## config.mk

```make
export PLATFORM = sky130hd
export DESIGN_NAME = i2c_byte_master
export DESIGN_NICKNAME = d
export VERILOG_FILES = /design/src/rtl/ibm_pkg.sv /design/src/rtl/ibm_regs.sv /design/src/rtl/ibm_clkgen.sv /design/src/rtl/ibm_engine.sv /design/src/rtl/i2c_byte_master.sv
export SDC_FILE = /design/constraint.sdc
export NUM_CORES = 1
export LEC_CHECK = 0
export ABC_CLOCK_PERIOD_IN_PS = 4100
export BUFFER_PORTS_ARGS = -buffer_cell sky130_fd_sc_hd__buf_2
export CAP_MARGIN = 20
export CORE_ASPECT_RATIO = 2
export CORE_MARGIN = 2
export CORE_UTILIZATION = 52
export DETAILED_ROUTE_END_ITERATION = 8
export GPL_ROUTABILITY_DRIVEN = 0
export PLACE_DENSITY = 0.74
export SYNTH_ARGS = -nofsm -noshare
export SYNTH_HDL_FRONTEND = slang
export SYNTH_SLANG_ARGS = --single-unit
export TNS_END_PERCENT = 5
```

## constraint.sdc

```tcl
create_clock -name clk -period 4.1 [get_ports clk]
set_input_delay 0.82 -clock clk [delete_from_list [all_inputs] [get_ports clk]]
set_output_delay 0.82 -clock clk [all_outputs]
set_load 0.02 [all_outputs]
```

## src/rtl/ibm_pkg.sv

```systemverilog
package ibm_pkg;
    localparam int CDF_W  = 3;
    localparam int SCGD_W = 6;
    localparam int RND_W  = 6;
    localparam int NFLAG  = 7;
    localparam int HALF_W = $clog2(20 + 8 * ((1 << SCGD_W) - 1) + (1 << RND_W));

    localparam logic [7:0] OFS_CTRL = 8'h04;
    localparam logic [7:0] OFS_STAT = 8'h0C;
    localparam logic [7:0] OFS_IEN  = 8'h14;
    localparam logic [7:0] OFS_CDIV = 8'h18;
    localparam logic [7:0] OFS_TADR = 8'h20;
    localparam logic [7:0] OFS_DATA = 8'h24;

    localparam int C_START = 0;
    localparam int C_FSTOP = 1;
    localparam int C_EN    = 3;
    localparam int C_OVR   = 4;
    localparam int C_SDA   = 5;
    localparam int C_SCL   = 6;

    localparam int F_ADDR   = 0;
    localparam int F_RXRDY  = 1;
    localparam int F_TXREQ  = 2;
    localparam int F_TXDONE = 3;
    localparam int F_STOP   = 4;
    localparam int F_ARBL   = 5;
    localparam int F_NACK   = 6;

    typedef enum logic [3:0] {
        E_IDLE, E_START, E_BIT_LO, E_BIT_HI, E_ACK_LO, E_ACK_HI,
        E_WAIT, E_STOP_LO, E_STOP_HI, E_STOP_END
    } eng_state_t;
endpackage

```

## src/rtl/ibm_regs.sv

```systemverilog
module ibm_regs
    import ibm_pkg::*;
(
    input  logic              clk,
    input  logic              rst_n,
    input  logic              we,
    input  logic [7:0]        addr,
    input  logic [31:0]       wdata,
    output logic [31:0]       rdata,
    input  logic [NFLAG-1:0]  set_i,
    input  logic [7:0]        rxd_i,
    output logic [7:0]        ctrl_o,
    output logic [CDF_W-1:0]  cdf_o,
    output logic [SCGD_W-1:0] scgd_o,
    output logic [7:0]        tadr_o,
    output logic [7:0]        txd_o,
    output logic              start_o,
    output logic              rel_rx_o,
    output logic              rel_tx_o,
    output logic              irq_o
);
    localparam int CDIV_W = CDF_W + SCGD_W;

    logic [NFLAG-1:0]  status;
    logic [NFLAG-1:0]  ien;
    logic [CDIV_W-1:0] cdiv;
    logic              st_we;

    assign st_we = we && (addr == OFS_STAT);

    always_ff @(posedge clk or negedge rst_n) begin
        if (!rst_n) begin
            ctrl_o <= '0;
            ien    <= '0;
            cdiv   <= '0;
            tadr_o <= '0;
            txd_o  <= '0;
        end else if (we) begin
            unique case (addr)
                OFS_CTRL: ctrl_o <= wdata[7:0];
                OFS_IEN:  ien    <= wdata[NFLAG-1:0];
                OFS_CDIV: cdiv   <= wdata[CDIV_W-1:0];
                OFS_TADR: tadr_o <= wdata[7:0];
                OFS_DATA: txd_o  <= wdata[7:0];
                default: ;
            endcase
        end
    end

    always_ff @(posedge clk or negedge rst_n) begin
        if (!rst_n) status <= '0;
        else        status <= (st_we ? (status & wdata[NFLAG-1:0]) : status) | set_i;
    end

    always_comb begin
        rdata = '0;
        unique case (addr)
            OFS_CTRL: rdata[7:0]        = ctrl_o;
            OFS_STAT: rdata[NFLAG-1:0]  = status;
            OFS_IEN:  rdata[NFLAG-1:0]  = ien;
            OFS_CDIV: rdata[CDIV_W-1:0] = cdiv;
            OFS_TADR: rdata[7:0]        = tadr_o;
            OFS_DATA: rdata[7:0]        = rxd_i;
            default:  rdata             = '0;
        endcase
    end

    assign cdf_o    = cdiv[CDF_W-1:0];
    assign scgd_o   = cdiv[CDIV_W-1:CDF_W];
    assign start_o  = we && (addr == OFS_CTRL) && wdata[C_START] && wdata[C_EN];
    assign rel_rx_o = st_we && !wdata[F_RXRDY];
    assign rel_tx_o = st_we && !wdata[F_TXDONE];
    assign irq_o    = |(status & ien);


    flag_source_chk: assert property (@(posedge clk) disable iff (!rst_n)
        ((status & ~$past(status) & ~$past(set_i)) == '0));
endmodule

```

## src/rtl/ibm_clkgen.sv

```systemverilog
module ibm_clkgen
    import ibm_pkg::*;
(
    input  logic              clk,
    input  logic              rst_n,
    input  logic              run,
    input  logic [CDF_W-1:0]  cdf,
    input  logic [SCGD_W-1:0] scgd,
    input  logic [RND_W-1:0]  rnd,
    output logic              phase_tick
);
    logic [HALF_W:0]    full_len;
    logic [HALF_W-1:0]  half_len;
    logic [CDF_W-1:0]   pre_cnt;
    logic [HALF_W-1:0]  half_cnt;
    logic               pre_tick;

    assign full_len   = (HALF_W+1)'(20) + (HALF_W+1)'({scgd, 3'b000}) + (HALF_W+1)'(rnd);
    assign half_len   = full_len[HALF_W:1];
    assign pre_tick   = run && (pre_cnt == cdf);
    assign phase_tick = pre_tick && (half_cnt >= half_len - 1'b1);

    always_ff @(posedge clk or negedge rst_n) begin
        if (!rst_n) begin
            pre_cnt  <= '0;
            half_cnt <= '0;
        end else if (!run) begin
            pre_cnt  <= '0;
            half_cnt <= '0;
        end else if (pre_tick) begin
            pre_cnt  <= '0;
            half_cnt <= phase_tick ? '0 : half_cnt + 1'b1;
        end else begin
            pre_cnt  <= pre_cnt + 1'b1;
        end
    end
endmodule

```

## src/rtl/ibm_engine.sv

```systemverilog
module ibm_engine
    import ibm_pkg::*;
(
    input  logic             clk,
    input  logic             rst_n,
    input  logic             phase_tick,
    output logic             run_o,
    input  logic             start_i,
    input  logic             rel_rx_i,
    input  logic             rel_tx_i,
    input  logic             fstop_i,
    input  logic [7:0]       tadr_i,
    input  logic [7:0]       txd_i,
    input  logic             scl_in,
    input  logic             sda_in,
    output logic             scl_pull_o,
    output logic             sda_pull_o,
    output logic [NFLAG-1:0] set_o,
    output logic [7:0]       rxd_o
);
    eng_state_t st, nx;
    logic [7:0] sh;
    logic [2:0] bcnt;
    logic       rd, is_addr, nhold, last_rx;
    logic       tx_mode, lost, go;

    assign tx_mode = is_addr || !rd;
    assign lost    = tx_mode && sh[7] && !sda_in;
    assign go      = !nhold && (rd ? rel_rx_i : rel_tx_i);
    assign run_o   = (st != E_IDLE) && (st != E_WAIT);

    always_ff @(posedge clk or negedge rst_n) begin
        if (!rst_n) st <= E_IDLE;
        else        st <= nx;
    end

    always_comb begin
        nx = st;
        unique case (st)
            E_IDLE:     if (start_i) nx = E_START;
            E_START:    if (phase_tick) nx = E_BIT_LO;
            E_BIT_LO:   if (phase_tick) nx = E_BIT_HI;
            E_BIT_HI:   if (phase_tick) nx = lost ? E_IDLE : ((bcnt == 3'd7) ? E_ACK_LO : E_BIT_LO);
            E_ACK_LO:   if (phase_tick) nx = E_ACK_HI;
            E_ACK_HI:   if (phase_tick) nx = (!tx_mode && last_rx) ? E_STOP_LO : E_WAIT;
            E_WAIT: begin
                if ((!rd || nhold) && fstop_i) nx = E_STOP_LO;
                else if (go)                   nx = E_BIT_LO;
            end
            E_STOP_LO:  if (phase_tick) nx = E_STOP_HI;
            E_STOP_HI:  if (phase_tick) nx = E_STOP_END;
            E_STOP_END: if (phase_tick) nx = E_IDLE;
            default:    nx = E_IDLE;
        endcase
    end

    always_comb begin
        scl_pull_o = 1'b0;
        sda_pull_o = 1'b0;
        unique case (st)
            E_START:   sda_pull_o = 1'b1;
            E_BIT_LO: begin scl_pull_o = 1'b1; sda_pull_o = tx_mode && !sh[7]; end
            E_BIT_HI:  sda_pull_o = tx_mode && !sh[7];
            E_ACK_LO: begin scl_pull_o = 1'b1; sda_pull_o = !tx_mode && !last_rx; end
            E_ACK_HI:  sda_pull_o = !tx_mode && !last_rx;
            E_WAIT:    scl_pull_o = 1'b1;
            E_STOP_LO: begin scl_pull_o = 1'b1; sda_pull_o = 1'b1; end
            E_STOP_HI: sda_pull_o = 1'b1;
            default: ;
        endcase
    end

    always_comb begin
        set_o = '0;
        if (phase_tick) begin
            if (st == E_BIT_HI && lost) set_o[F_ARBL] = 1'b1;
            if (st == E_STOP_END)       set_o[F_STOP] = 1'b1;
            if (st == E_ACK_HI) begin
                if (is_addr) set_o[F_ADDR] = 1'b1;
                if (tx_mode && sda_in) set_o[F_NACK] = 1'b1;
                if (!rd && !sda_in) begin
                    set_o[F_TXDONE] = 1'b1;
                    set_o[F_TXREQ]  = 1'b1;
                end
                if (!is_addr && !rd) begin
                    set_o[F_TXDONE] = 1'b1;
                    set_o[F_TXREQ]  = 1'b1;
                end
                if (!tx_mode) set_o[F_RXRDY] = 1'b1;
            end
        end
    end

    always_ff @(posedge clk or negedge rst_n) begin
        if (!rst_n) begin
            sh <= '0; bcnt <= '0; rd <= 1'b0; is_addr <= 1'b0;
            nhold <= 1'b0; last_rx <= 1'b0; rxd_o <= '0;
        end else begin
            unique case (st)
                E_IDLE: if (start_i) begin
                    sh <= tadr_i; rd <= tadr_i[0]; is_addr <= 1'b1;
                    bcnt <= '0; nhold <= 1'b0; last_rx <= 1'b0;
                end
                E_BIT_HI: if (phase_tick && !lost) begin
                    sh   <= {sh[6:0], sda_in};
                    bcnt <= bcnt + 1'b1;
                end
                E_ACK_HI: if (phase_tick) begin
                    if (tx_mode && sda_in) nhold <= 1'b1;
                    if (!tx_mode) rxd_o <= sh;
                end
                E_WAIT: if (nx == E_BIT_LO) begin
                    is_addr <= 1'b0;
                    bcnt    <= '0;
                    if (rd) last_rx <= fstop_i;
                    else    sh      <= txd_i;
                end
                E_STOP_END: if (phase_tick) nhold <= 1'b0;
                default: ;
            endcase
        end
    end


    bit_lo_hold_chk: assert property (@(posedge clk) disable iff (!rst_n)
        (st == E_BIT_LO && !phase_tick) |=> (st == E_BIT_LO));

    sda_high_stable_chk: assert property (@(posedge clk) disable iff (!rst_n)
        (st == E_BIT_HI && $past(st) == E_BIT_HI) |-> $stable(sda_pull_o));

    arb_release_chk: assert property (@(posedge clk) disable iff (!rst_n)
        set_o[F_ARBL] |=> (!scl_pull_o && !sda_pull_o));

    stop_idle_chk: assert property (@(posedge clk) disable iff (!rst_n)
        set_o[F_STOP] |=> (st == E_IDLE));

    nack_hold_chk: assert property (@(posedge clk) disable iff (!rst_n)
        (st == E_WAIT && nhold && !fstop_i) |=> (st == E_WAIT));

    wait_scl_low_chk: assert property (@(posedge clk) disable iff (!rst_n)
        (st == E_WAIT) |-> (scl_pull_o && !scl_in == scl_pull_o));
endmodule

```

## src/rtl/i2c_byte_master.sv

```systemverilog
module i2c_byte_master
    import ibm_pkg::*;
(
    input  logic             clk,
    input  logic             rst_n,
    input  logic             bus_we,
    input  logic [7:0]       bus_addr,
    input  logic [31:0]      bus_wdata,
    output logic [31:0]      bus_rdata,
    input  logic [RND_W-1:0] round_adj,
    input  logic             scl_in,
    input  logic             sda_in,
    output logic             scl_pull,
    output logic             sda_pull,
    output logic             irq
);
    logic [7:0]        ctrl, tadr, txd, rxd;
    logic [CDF_W-1:0]  cdf;
    logic [SCGD_W-1:0] scgd;
    logic [NFLAG-1:0]  set_flags;
    logic              start_p, rel_rx, rel_tx, run, phase_tick;
    logic              eng_scl, eng_sda;

    ibm_regs u_regs (
        .clk(clk), .rst_n(rst_n), .we(bus_we), .addr(bus_addr),
        .wdata(bus_wdata), .rdata(bus_rdata), .set_i(set_flags), .rxd_i(rxd),
        .ctrl_o(ctrl), .cdf_o(cdf), .scgd_o(scgd), .tadr_o(tadr), .txd_o(txd),
        .start_o(start_p), .rel_rx_o(rel_rx), .rel_tx_o(rel_tx), .irq_o(irq)
    );

    ibm_clkgen u_clkgen (
        .clk(clk), .rst_n(rst_n), .run(run), .cdf(cdf), .scgd(scgd),
        .rnd(round_adj), .phase_tick(phase_tick)
    );

    ibm_engine u_engine (
        .clk(clk), .rst_n(rst_n), .phase_tick(phase_tick), .run_o(run),
        .start_i(start_p), .rel_rx_i(rel_rx), .rel_tx_i(rel_tx),
        .fstop_i(ctrl[C_FSTOP]), .tadr_i(tadr), .txd_i(txd),
        .scl_in(scl_in), .sda_in(sda_in),
        .scl_pull_o(eng_scl), .sda_pull_o(eng_sda), .set_o(set_flags), .rxd_o(rxd)
    );

    assign scl_pull = ctrl[C_OVR] ? !ctrl[C_SCL] : eng_scl;
    assign sda_pull = ctrl[C_OVR] ? !ctrl[C_SDA] : eng_sda;


    ovr_pins_chk: assert property (@(posedge clk) disable iff (!rst_n)
        ctrl[C_OVR] |-> (scl_pull != ctrl[C_SCL] && sda_pull != ctrl[C_SDA]));
endmodule

```

==> metrics.csv, run 1 <==
stage,metric,value,unit
synthesis,synth_async_sr_flop_share,100,%
synthesis,yosysTopAreaCell,dfrtp_1,
synthesis,avgSynthCellArea,10.0,sq um
flow_run,drv_cap,0,
global_routing,use_met2,48.5,%
cts,cts_root_buf,clkbuf_16,
worst_setup_path,cp.required,4.32,ns
global_routing,grt_max_degree,72,
worst_hold_path,hold_class,reg2reg,
floorplan,coreArea,0.0100,sq mm
sta,holdWs,0.490,ns
routing,route.detailed.drc,0,
cts,cts.hold.buffers_added,0,
sta,setup_violations,7,
cts,clk_pin_slew_worst_paths,0.06,ns
routing,drt_pass1_iterations,5,
pwr,powerDensity,421,mW/mm^2
sta,fin_skew,0.00602,ns
worst_setup_path,end_kind,register,
placement,hpwl,10.4,mm
final_layout,drive_gt1_share,29.9,%
cts,tritoncts.num_buffers,9,
sta,hold_violations,0,
global_routing,grt_pass1_vias,4399,
routing,vias_per_cell,5.79,
synthesis,synth_area,0.00530,sq mm
pwr,peakVddDrop,0.308,mV
synthesis,ys.flop_type,dfrtp_1,
global_routing,grtUsageMet3,4.39,%
sta,fmax,0.243,GHz
routing,drt_iter0_markers,183,
worst_setup_path,rrSetupSlack,-0.02,ns
final_layout,fill_cells,835,
synthesis,ys_warn_count,0,
floorplan,rows,52,
sta,worst_pin_slew,0.913,ns
sta,relSlewSlack,39.2,%
sta,slew_viol_final,0,
cts,clock_path_buffers,2,
synthesis,synth.distinct_cells,56,
floorplan,dieArea,0.0111,sq mm
synthesis,synthTopCellsByArea,"dfrtp_1 (41%), mux2_2 (9.1%), ha_1 (5.2%), nand2_1 (4.9%), o21ai_0 (3.9%)",
pwr,power,2.66,mW
worst_setup_path,worstSetupPathType,reg2reg,
cts,htreeDepth,3,
pwr,p_comb_share,28.7,%
pwr,p_sw_share,32.4,%
sta,setup_ws,-0.0197,ns
routing,final_antenna_net_count,0,
final_layout,multi_input_area,0.00309,sq mm
final_layout,layout.nets,672,
pwr,clkPwrFrac,32.6,%
run_status,outcome,"complete, but fails checks",
routing,routed_wl,14.0,mm
synthesis,synth_top_area_share,41.1,%
run_status,violations,setup timing,
global_routing,grt_pass1_wl,22.5,mm
worst_setup_path,critical_path_arrival,4.34,ns
final_layout,syn_to_final_growth,19.4,%
synthesis,synth_seq_cells,87,
pwr,leakagePower,3.13,nW
final_layout,diodes,0,
sta,post-route-period-util,100,%
sta,rsz0062_at_grt,yes,
floorplan,io_pins,86,
floorplan,start_util,52.9,%
synthesis,yosysSeqAreaShare,41.1,%
global_routing,antenna_found_initial,0,
pwr,intPower,1.80,mW
cts,cts_tree,built,
final_layout,seq_area,0.00218,sq mm
worst_setup_path,cp-start-kind,register,
sta,period_minus_slack,4.12,ns
routing,routedWlPerCell,19.0,um
global_routing,grt.total_usage,26.9,%
routing,dr_total_vias,4273,
placement,port-buffer-count,37,
pwr,switching_power,863,uW
cts,clock_sinks,87,
worst_setup_path,crit_fanout,8,
floorplan,die_w,75.4,um
floorplan,die_y,147,um
cts,clk_latency,0.34,ns
global_routing,use_met1,29.2,%
sta,fin_tns_setup,-0.0575,ns
pwr,pwr-share-seq,38.7,%
synthesis,netlist_instances,528,
synthesis,synth_edf_count,0,
global_routing,grt_overflow,0,
global_routing,top_usage_layer,met2,
==> cells in the mapped netlist (all sizes together), types with 11 or more instances <==
master,count
dfrtp,87
nand3,18
o21ai,42
clkbuf,13
ha,22
inv,13
a22oi,17
mux2,59
mux2i,11
nor2,23
nand2,69
buf,28
==> area by class of cell <==
| type | instances | share of cell area (%) |
|---|---|---|
| Multi-Input combinational cell | 409 | 48.9 |
| Sequential cell | 87 | 34.4 |
| Timing Repair Buffer | 78 | 8.29 |
| Clock buffer | 11 | 3.68 |
| Tap cell | 135 | 2.67 |
| Clock inverter | 5 | 1.31 |
| Inverter | 13 | 0.771 |
==> worst max-delay path, cell delays in order, from the launching register on <==
cell and delay (ns):
dfrtp_1 0.42, ha_4 0.31, ha_4 0.21, a21o_1 0.20, a31oi_4 0.21, and4_1 0.25, nor3_2 0.06, xnor2_2 0.16
buf_4 0.16, nor3_4 0.12, xor2_1 0.21, ha_1 0.28, a21o_1 0.19, a21oi_2 0.14, o21a_2 0.20, nor3_4 0.06
buf_6 0.14, a31oi_4 0.19, buf_12 0.16, mux2_4 0.31
==> path summary, 6_finish.rpt <==
check	endpoint	cells past startpoint	from
worst max-delay path	u_engine.sh[3]	19	u_regs.cdiv[4]
worst min-delay path	u_engine.bcnt[0]	1	u_engine.bcnt[0]
worst max register to register	u_engine.sh[3]	19	u_regs.cdiv[4]
worst min register to register	u_engine.bcnt[0]	1	u_engine.bcnt[0]
max in group asynchronous	u_regs.txd_o[5]	2	rst_n
min in group asynchronous	u_regs.cdiv[8]	1	rst_n
==> cell families (layout without fill, tap and decap cells) <==
family                   after synthesis  count (layout)  share of synthesized area, %
other                                  1              23                        0.0708
XOR/XNOR                              19              19                          3.14
AO/OA/AOI/OAI                        108             108                          13.4
multiplexers                          70              70                          15.2
buffers and inverters                 54             107                          5.57
AND/OR/NAND/NOR                      166             166                          16.0
flip-flops                            87              87                          41.1
adder cells (fa/ha/maj)               23              23                          5.57
==> layer usage <==
| layer | up-vias | part of all wire [%] |
|---|---|---|
| met4 | 0 | 4.9 |
| met1 | 2112 | 35 |
| met5 | - | 0 |
| li1 | 1985 | - |
| met3 | 42 | 3.2 |
| met2 | 134 | 56 |
==> what timing repair did <==
item / CTS / global route
pin swaps: 0 / 14
resized for setup: 3 / 25
setup buffers: 0 / 5
setup endpoints to repair: 22 / 30
endpoints found under the hold margin: 0 / 0
==> power groups by stage <==
| stage | clock network [mW] | registers [mW] | logic, mW |
|---|---|---|---|
| after detailed placement | 0 | 1.04 | 0.737 |
| final | 0.868 | 1.03 | 0.764 |
| after floorplan | 0 | 0.982 | 0.551 |
| after global placement | 0 | 1.03 | 0.716 |
| after global routing | 0.914 | 1.04 | 0.830 |
| after CTS | 0.877 | 1.03 | 0.748 |
==> cells in the final DEF, fill, tap and decap left out, drive strengths merged, types with 4 or more instances in the layout <==
cell type,instances
nand2,69
and4,4
o21ai,42
nand3,18
conb,23
a31oi,4
o31ai,7
a22oi,17
nor2,23
a21o,10
dfrtp,87
and3,6
mux2i,11
xnor2,10
nor2b,9
o22ai,4
ha,22
nand2b,10
xor2,9
clkbuf,11
and2,5
inv,13
nor3,7
mux2,59
buf,78
a21oi,10
==> metrics by stage <==
step                      area [sq um]  std cells  setup slack [ns]  utilization, %
after floorplan                   5430        550           0.00724               -
after global placement            5830        717            -0.224            58.1
after detailed placement          5830        717            -0.305            58.1
after CTS                         6170        733            0.0305            61.6
after global routing              6330        738            -0.150            63.1
final                             6330        738           -0.0197            63.1
==> flip-flops by register name, summed over array words and instances (netlist names) <==
name	flops
u_engine.sh	8
u_engine.is_addr	1
u_regs.ctrl_o	8
u_engine.st	4
u_clkgen.pre_cnt	3
u_regs.ien	7
u_regs.tadr_o	8
u_engine.bcnt	3
u_engine.rxd_o	8
u_regs.cdiv	9
u_engine.rd	1
u_engine.last_rx	1
u_engine.nhold	1
u_regs.txd_o	8
u_clkgen.half_cnt	10
u_regs.status	7
Power figures use the tool's default switching activity.
==> inputs of run 2 (changes only) <==
--- a/config.mk
+++ b/config.mk
@@ -5,15 +5,15 @@
 export SDC_FILE = /design/constraint.sdc
 export NUM_CORES = 1
 export LEC_CHECK = 0
-export ABC_CLOCK_PERIOD_IN_PS = 4100
+export ABC_CLOCK_PERIOD_IN_PS = 4790
 export BUFFER_PORTS_ARGS = -buffer_cell sky130_fd_sc_hd__buf_2
 export CAP_MARGIN = 20
 export CORE_ASPECT_RATIO = 2
 export CORE_MARGIN = 2
-export CORE_UTILIZATION = 52
+export CORE_UTILIZATION = 58
 export DETAILED_ROUTE_END_ITERATION = 8
 export GPL_ROUTABILITY_DRIVEN = 0
-export PLACE_DENSITY = 0.74
+export PLACE_DENSITY = 0.8
 export SYNTH_ARGS = -nofsm -noshare
 export SYNTH_HDL_FRONTEND = slang
 export SYNTH_SLANG_ARGS = --single-unit
==> constraint.sdc (replaced) <==
create_clock -name clk -period 4.79 [get_ports clk]
set_input_delay 0.958 -clock clk [delete_from_list [all_inputs] [get_ports clk]]
set_output_delay 0.958 -clock clk [all_outputs]
set_load 0.02 [all_outputs]
==> metrics.csv, run 2 (same netlist as run 1, synthesis figures left out) <==
stage,metric,value,unit
routing,routed_wl,13.2,mm
worst_setup_path,rrSetupSlack,0.31,ns
worst_setup_path,reg2reg_to,u_engine.sh[6],
sta,hold_violations,0,
cts,cts_root_buf,clkbuf_16,
worst_setup_path,end_kind,register,
floorplan,rows,49,
worst_hold_path,hold_class,in2async,
placement,dpl.cell_count,659,
floorplan,dieArea,0.00997,sq mm
global_routing,antenna_found_initial,0,
sta,fin_skew,0.00723,ns
routing,vias_per_cell,6.28,
worst_setup_path,r2r-start,u_regs.cdiv[4],
placement,hpwl,10.1,mm
floorplan,start_util,59.2,%
cts,clock_sinks,87,
cts,post_cts_resized,0,
sta,fmax,0.223,GHz
sta,fin_tns_setup,0,ns
pwr,power,2.14,mW
floorplan,die_w,71.6,um
cts,htreeDepth,3,
placement,port-buffer-count,37,
cts,cts_tree,built,
worst_setup_path,slowest_stage,dfrtp_1,
routing,dr_total_vias,4248,
routing,drt_iter0_markers,258,
routing,wl_met1,4.29,mm
global_routing,grt_pass1_wl,21.4,mm
sta,worst_pin_slew,0.810,ns
sta,rsz0062_at_grt,no,
floorplan,io_pins,86,
pwr,peakVddDrop,0.285,mV
worst_setup_path,slowest_delay,0.45,ns
final_layout,final_common_cell,dfrtp_1,
worst_setup_path,worstSetupPathType,reg2reg,
sta,holdWs,0.448,ns
final_layout,syn_to_final_growth,10.6,%
placement,place_ws,0.0311,ns
cts,clock_path_buffers,2,
worst_setup_path,path_cells,ha_1 > ha_1 > a21o_1 > a31oi_1 > and4_1 > nor3_1 > xnor2_1 > nor2_1 > xnor2_1 > ha_1 > a21o_1 > a21o_1 > a21oi_1 > o21a_2 > nor3_2 > buf_4 > a31oi_4 > buf_12 > mux2_4,
final_layout,final_cell_mix,"dfrtp_1 (87), nand2_1 (69), mux2_2 (43)",
routing,final_antenna_net_count,0,
worst_setup_path,critical_path_arrival,4.71,ns
worst_setup_path,cp-start-kind,register,
final_layout,max_flop_register,u_clkgen.half_cnt,
final_layout,fill_cells,708,
run_status,outcome,finished clean,
routing,route.met3.wl,578,um
cts,tritoncts.num_buffers,9,
sta,relSlewSlack,45.8,%
final_layout,top_regs,"u_clkgen.half_cnt (10), u_regs.cdiv (9)",
sta,setup_violations,0,
pwr,leakagePower,2.96,nW
global_routing,grt.total_usage,28.0,%
global_routing,grt_max_degree,88,
floorplan,coreArea,0.00895,sq mm
cts,clk_pin_slew_worst_paths,0.06,ns
final_layout,drive_gt1_share,22.1,%
worst_setup_path,reg2reg_depth,19,
flow_run,drv_cap,0,
sta,post-route-period-util,93.6,%
final_layout,layout.nets,643,
sta,slew_viol_final,0,
routing,routedWlPerCell,19.6,um
worst_setup_path,cp.required,5.02,ns
sta,period_minus_slack,4.48,ns
cts,clk_latency,0.34,ns
cts,postCtsSetupBuffers,0,
worst_setup_path,path_buf_inv,2,
worst_setup_path,critPathTopFamily,compound AO/OA/AOI/OAI gates,
floorplan,die_y,139,um
routing,top_layer,met4,
cts,cts.hold.buffers_added,0,
routing,routed-wl-met2,7.30,mm
global_routing,grt_pass1_vias,4473,
sta,setup_ws,0.307,ns
pwr,powerDensity,365,mW/mm^2
global_routing,grt_overflow,0,
final_layout,diodes,0,
routing,route.detailed.drc,0,
worst_setup_path,crit_fanout,8,
routing,drt_pass1_iterations,5,
final_layout,largest_reg_flops,10,
final_layout,final_cells,676,
-- run 2: cell types whose count changed in the layout (fill, tap and decap cells not counted), sizes merged --
cell      delta
buf         -29
clkinvlp     -2
bufinv       -2
clkbuf       -1
clkinv       +5
-- run 2: worst max-delay path by stage --
stage / to / from / cells past startpoint
after detailed placement: u_engine.sh[5] / round_adj[3] / 19
final: u_engine.sh[6] / u_regs.cdiv[4] / 19
after global routing: u_engine.sh[5] / u_regs.cdiv[4] / 19
after floorplan: u_engine.rxd_o[0] / round_adj[3] / 14
after CTS: u_engine.sh[5] / u_regs.cdiv[4] / 19
after global placement: u_engine.sh[1] / round_adj[3] / 19
-- run 2: power breakdown --
group / switching, mW / leakage, nW / internal (mW)
Sequential: 0.0825 / 1.20 / 0.795
Combinational: 0.352 / 1.62 / 0.266
Clock: 0.284 / 0.138 / 0.362
-- run 2: stage by stage --
step,area (sq um),utilization (%)
after floorplan,5380,-
after global placement,5560,62.1
after detailed placement,5560,62.1
after CTS,5830,65.2
after global routing,5860,65.5
final,5860,65.5
-- run 2: layer usage --
layer | global-route usage, % | vias up
li1 | - | 1926
met2 | 49.5 | 166
met3 | 4.58 | 71
met1 | 27.2 | 2085
met5 | 0 | -
met4 | 22.9 | 0
-- run 2: area by class of cell --
cell class	count	area, sq um	area share, %
sequential	87	2180	37.1
multi-input combinational	409	2910	49.6
inverter	13	48.8	0.832
clock buffer	10	239	4.08
tap	102	128	2.18
timing repair buffer	49	323	5.51
clock inverter	6	36.3	0.619
==> inputs of run 3 (changes only) <==
--- a/config.mk
+++ b/config.mk
@@ -5,15 +5,15 @@
 export SDC_FILE = /design/constraint.sdc
 export NUM_CORES = 1
 export LEC_CHECK = 0
-export ABC_CLOCK_PERIOD_IN_PS = 4790
+export ABC_CLOCK_PERIOD_IN_PS = 3800
 export BUFFER_PORTS_ARGS = -buffer_cell sky130_fd_sc_hd__buf_2
 export CAP_MARGIN = 20
 export CORE_ASPECT_RATIO = 2
 export CORE_MARGIN = 2
-export CORE_UTILIZATION = 58
+export CORE_UTILIZATION = 52
 export DETAILED_ROUTE_END_ITERATION = 8
 export GPL_ROUTABILITY_DRIVEN = 0
-export PLACE_DENSITY = 0.8
+export PLACE_DENSITY = 0.75
 export SYNTH_ARGS = -nofsm -noshare
 export SYNTH_HDL_FRONTEND = slang
 export SYNTH_SLANG_ARGS = --single-unit
==> constraint.sdc (replaced) <==
create_clock -name clk -period 3.8 [get_ports clk]
set_input_delay 0.76 -clock clk [delete_from_list [all_inputs] [get_ports clk]]
set_output_delay 0.76 -clock clk [all_outputs]
set_load 0.02 [all_outputs]
==> metrics.csv, run 3 (same netlist as run 1, synthesis figures left out) <==
stage,metric,value,unit
run_status,outcome,"complete, but fails checks",
run_status,violations,setup timing,
worst_setup_path,slowest_stage,or4b_4,
global_routing,grt_max_degree,38,
pwr,p_sw_share,33.6,%
final_layout,fin_area,0.00636,sq mm
worst_setup_path,reg2reg_depth,15,
worst_setup_path,end_kind,register,
final_layout,layout.nets,674,
global_routing,grt_pass1_vias,4631,
placement,hpwl,10.4,mm
worst_setup_path,crit_top_cell,ha_4,
cts,tritoncts.num_buffers,9,
final_layout,final_cell_mix,"dfrtp_1 (87), nand2_1 (68), mux2_2 (43)",
global_routing,grt_pass1_wl,22.6,mm
sta,relSlewSlack,52.7,%
cts,clk_latency,0.35,ns
worst_setup_path,rrSetupSlack,-0.21,ns
cts,htreeDepth,3,
pwr,pwr-share-seq,38.8,%
pwr,leakagePower,3.14,nW
pwr,intPower,1.90,mW
placement,port-buffer-count,37,
sta,worst_pin_slew,0.708,ns
worst_setup_path,critical_path_arrival,4.24,ns
pwr,peakVddDrop,0.313,mV
pwr,p_comb_share,29.7,%
floorplan,rows,52,
sta,rsz0062_at_grt,yes,
worst_setup_path,worstSetupPathType,reg2reg,
final_layout,largest_reg_flops,10,
pwr,clkPwrFrac,31.5,%
placement,place_ws,-0.551,ns
sta,hold_violations,0,
routing,drt_iter0_markers,245,
floorplan,start_util,52.9,%
final_layout,top_regs,"u_clkgen.half_cnt (10), u_regs.cdiv (9)",
floorplan,coreArea,0.0100,sq mm
worst_setup_path,reg2reg_to,u_engine.rxd_o[3],
final_layout,diodes,0,
final_layout,max_flop_register,u_clkgen.half_cnt,
final_layout,syn_to_final_growth,20.0,%
floorplan,die_y,147,um
global_routing,grt_overflow,0,
final_layout,final_util,63.5,%
sta,fin_skew,0.00810,ns
worst_setup_path,crit_fanout,8,
cts,cts_tree,built,
routing,routedWlPerCell,18.7,um
final_layout,drive_gt1_share,31.1,%
final_layout,final_common_cell,dfrtp_1,
sta,slew_viol_final,0,
worst_setup_path,r2r-start,u_regs.cdiv[4],
routing,vias_per_cell,5.90,
pwr,switching_power,960,uW
worst_setup_path,cp-start-kind,register,
floorplan,io_pins,86,
routing,dr_total_vias,4365,
sta,period_minus_slack,4.01,ns
global_routing,antenna_found_initial,0,
cts,clock_path_buffers,2,
routing,final_antenna_net_count,0,
sta,setup_violations,20,
placement,post_dp_cell_area,0.00591,sq mm
floorplan,dieArea,0.0111,sq mm
cts,cts_root_buf,clkbuf_16,
sta,setup_ws,-0.209,ns
worst_setup_path,slowest_delay,0.52,ns
cts,clk_pin_slew_worst_paths,0.07,ns
pwr,powerDensity,449,mW/mm^2
routing,routed_wl,13.9,mm
floorplan,die_w,75.4,um
worst_hold_path,hold_class,in2async,
routing,drt_pass1_iterations,5,
routing,route.detailed.drc,0,
flow_run,drv_cap,0,
sta,fmax,0.249,GHz
pwr,power,2.86,mW
global_routing,grt.total_usage,27.0,%
worst_setup_path,cp.required,4.03,ns
cts,clock_sinks,87,
worst_setup_path,path_cells,ha_4 > ha_1 > a21oi_2 > nand2_2 > a21o_1 > a31oi_4 > xnor2_4 > or4b_4 > ha_4 > nand4_1 > o21a_2 > nor3_4 > and3_4 > buf_12 > mux2_4,
sta,post-route-period-util,105,%
==> run 3: cell types whose count changed in the layout (fill, tap and decap cells not counted), sizes merged <==
cell,delta
inv,+3
clkinv,-4
clkbuf,-1
clkinvlp,+1
bufinv,+1
buf,+31
==> run 3: worst max path at each step <==
stage                         from                end  slack [ns]
floorplan             round_adj[3]  u_engine.rxd_o[0]       -0.16
finish              u_regs.cdiv[4]  u_engine.rxd_o[3]       -0.21
detailed placement    round_adj[2]  u_engine.rxd_o[5]       -0.55
global placement      round_adj[2]  u_engine.rxd_o[5]       -0.44
CTS                 u_regs.cdiv[5]  u_engine.rxd_o[3]       -0.25
global route        u_regs.cdiv[4]  u_engine.rxd_o[3]       -0.35
==> run 3: layout make-up <==
| type | count | area [sq um] |
|---|---|---|
| multi-input combinational | 409 | 3120 |
| sequential | 87 | 2180 |
| tap | 135 | 169 |
| fill | 843 | 3660 |
| clock inverter | 7 | 80.1 |
| inverter | 13 | 48.8 |
| timing repair buffer | 80 | 539 |
| clock buffer | 9 | 225 |
==> run 3: metrics by stage <==
step / hold WS [ns] / instances / setup TNS [ns]
3_3_place_gp: 0.469 / 723 / -9.93
3_5_place_dp: 0.485 / 723 / -13.85
6_report: 0.359 / 740 / -3.11
5_1_grt: 0.397 / 740 / -7.59
4_1_cts: 0.370 / 740 / -3.63
2_1_floorplan: 0.449 / 550 / -2.28
==> run 3: power by group through the flow <==
stage	clock network, mW	registers (mW)	logic, mW
3_5_place_dp	0	1.12	0.816
5_1_grt	0.946	1.12	0.925
2_1_floorplan	0	1.06	0.597
6_report	0.900	1.11	0.850
3_3_place_gp	0	1.11	0.790
4_1_cts	0.910	1.10	0.835
==> run 3: what timing repair did <==
action | CTS | global route
pin swaps | 6 | 9
endpoints found under the setup margin | 31 | 40
hold buffers | 0 | 0
setup buffers | 1 | 0
gates resized for setup | 7 | 19
==> run 3: metal layers <==
metal | global-route usage [%] | up-vias | routed length [um]
li1 | - | 1986 | -
met1 | 27.2 | 2184 | 4710
met2 | 49.7 | 146 | 7920
met3 | 3.43 | 49 | 513
met4 | 15.9 | 0 | 716
met5 | 0 | - | 0
==> run 3: worst max-delay path, delay by kind of cell (launching register included) <==
| family | cells | cell delay (ns) |
|---|---|---|
| muxes | 1 | 0.30 |
| buffers and inverters | 1 | 0.14 |
| DFF | 1 | 0.41 |
| xor gates and xnor gates | 1 | 0.12 |
| AOI/OAI and AO/OA | 4 | 0.87 |
| and+or+nand+nor | 5 | 1.16 |
| adders and majority gates | 3 | 0.85 |
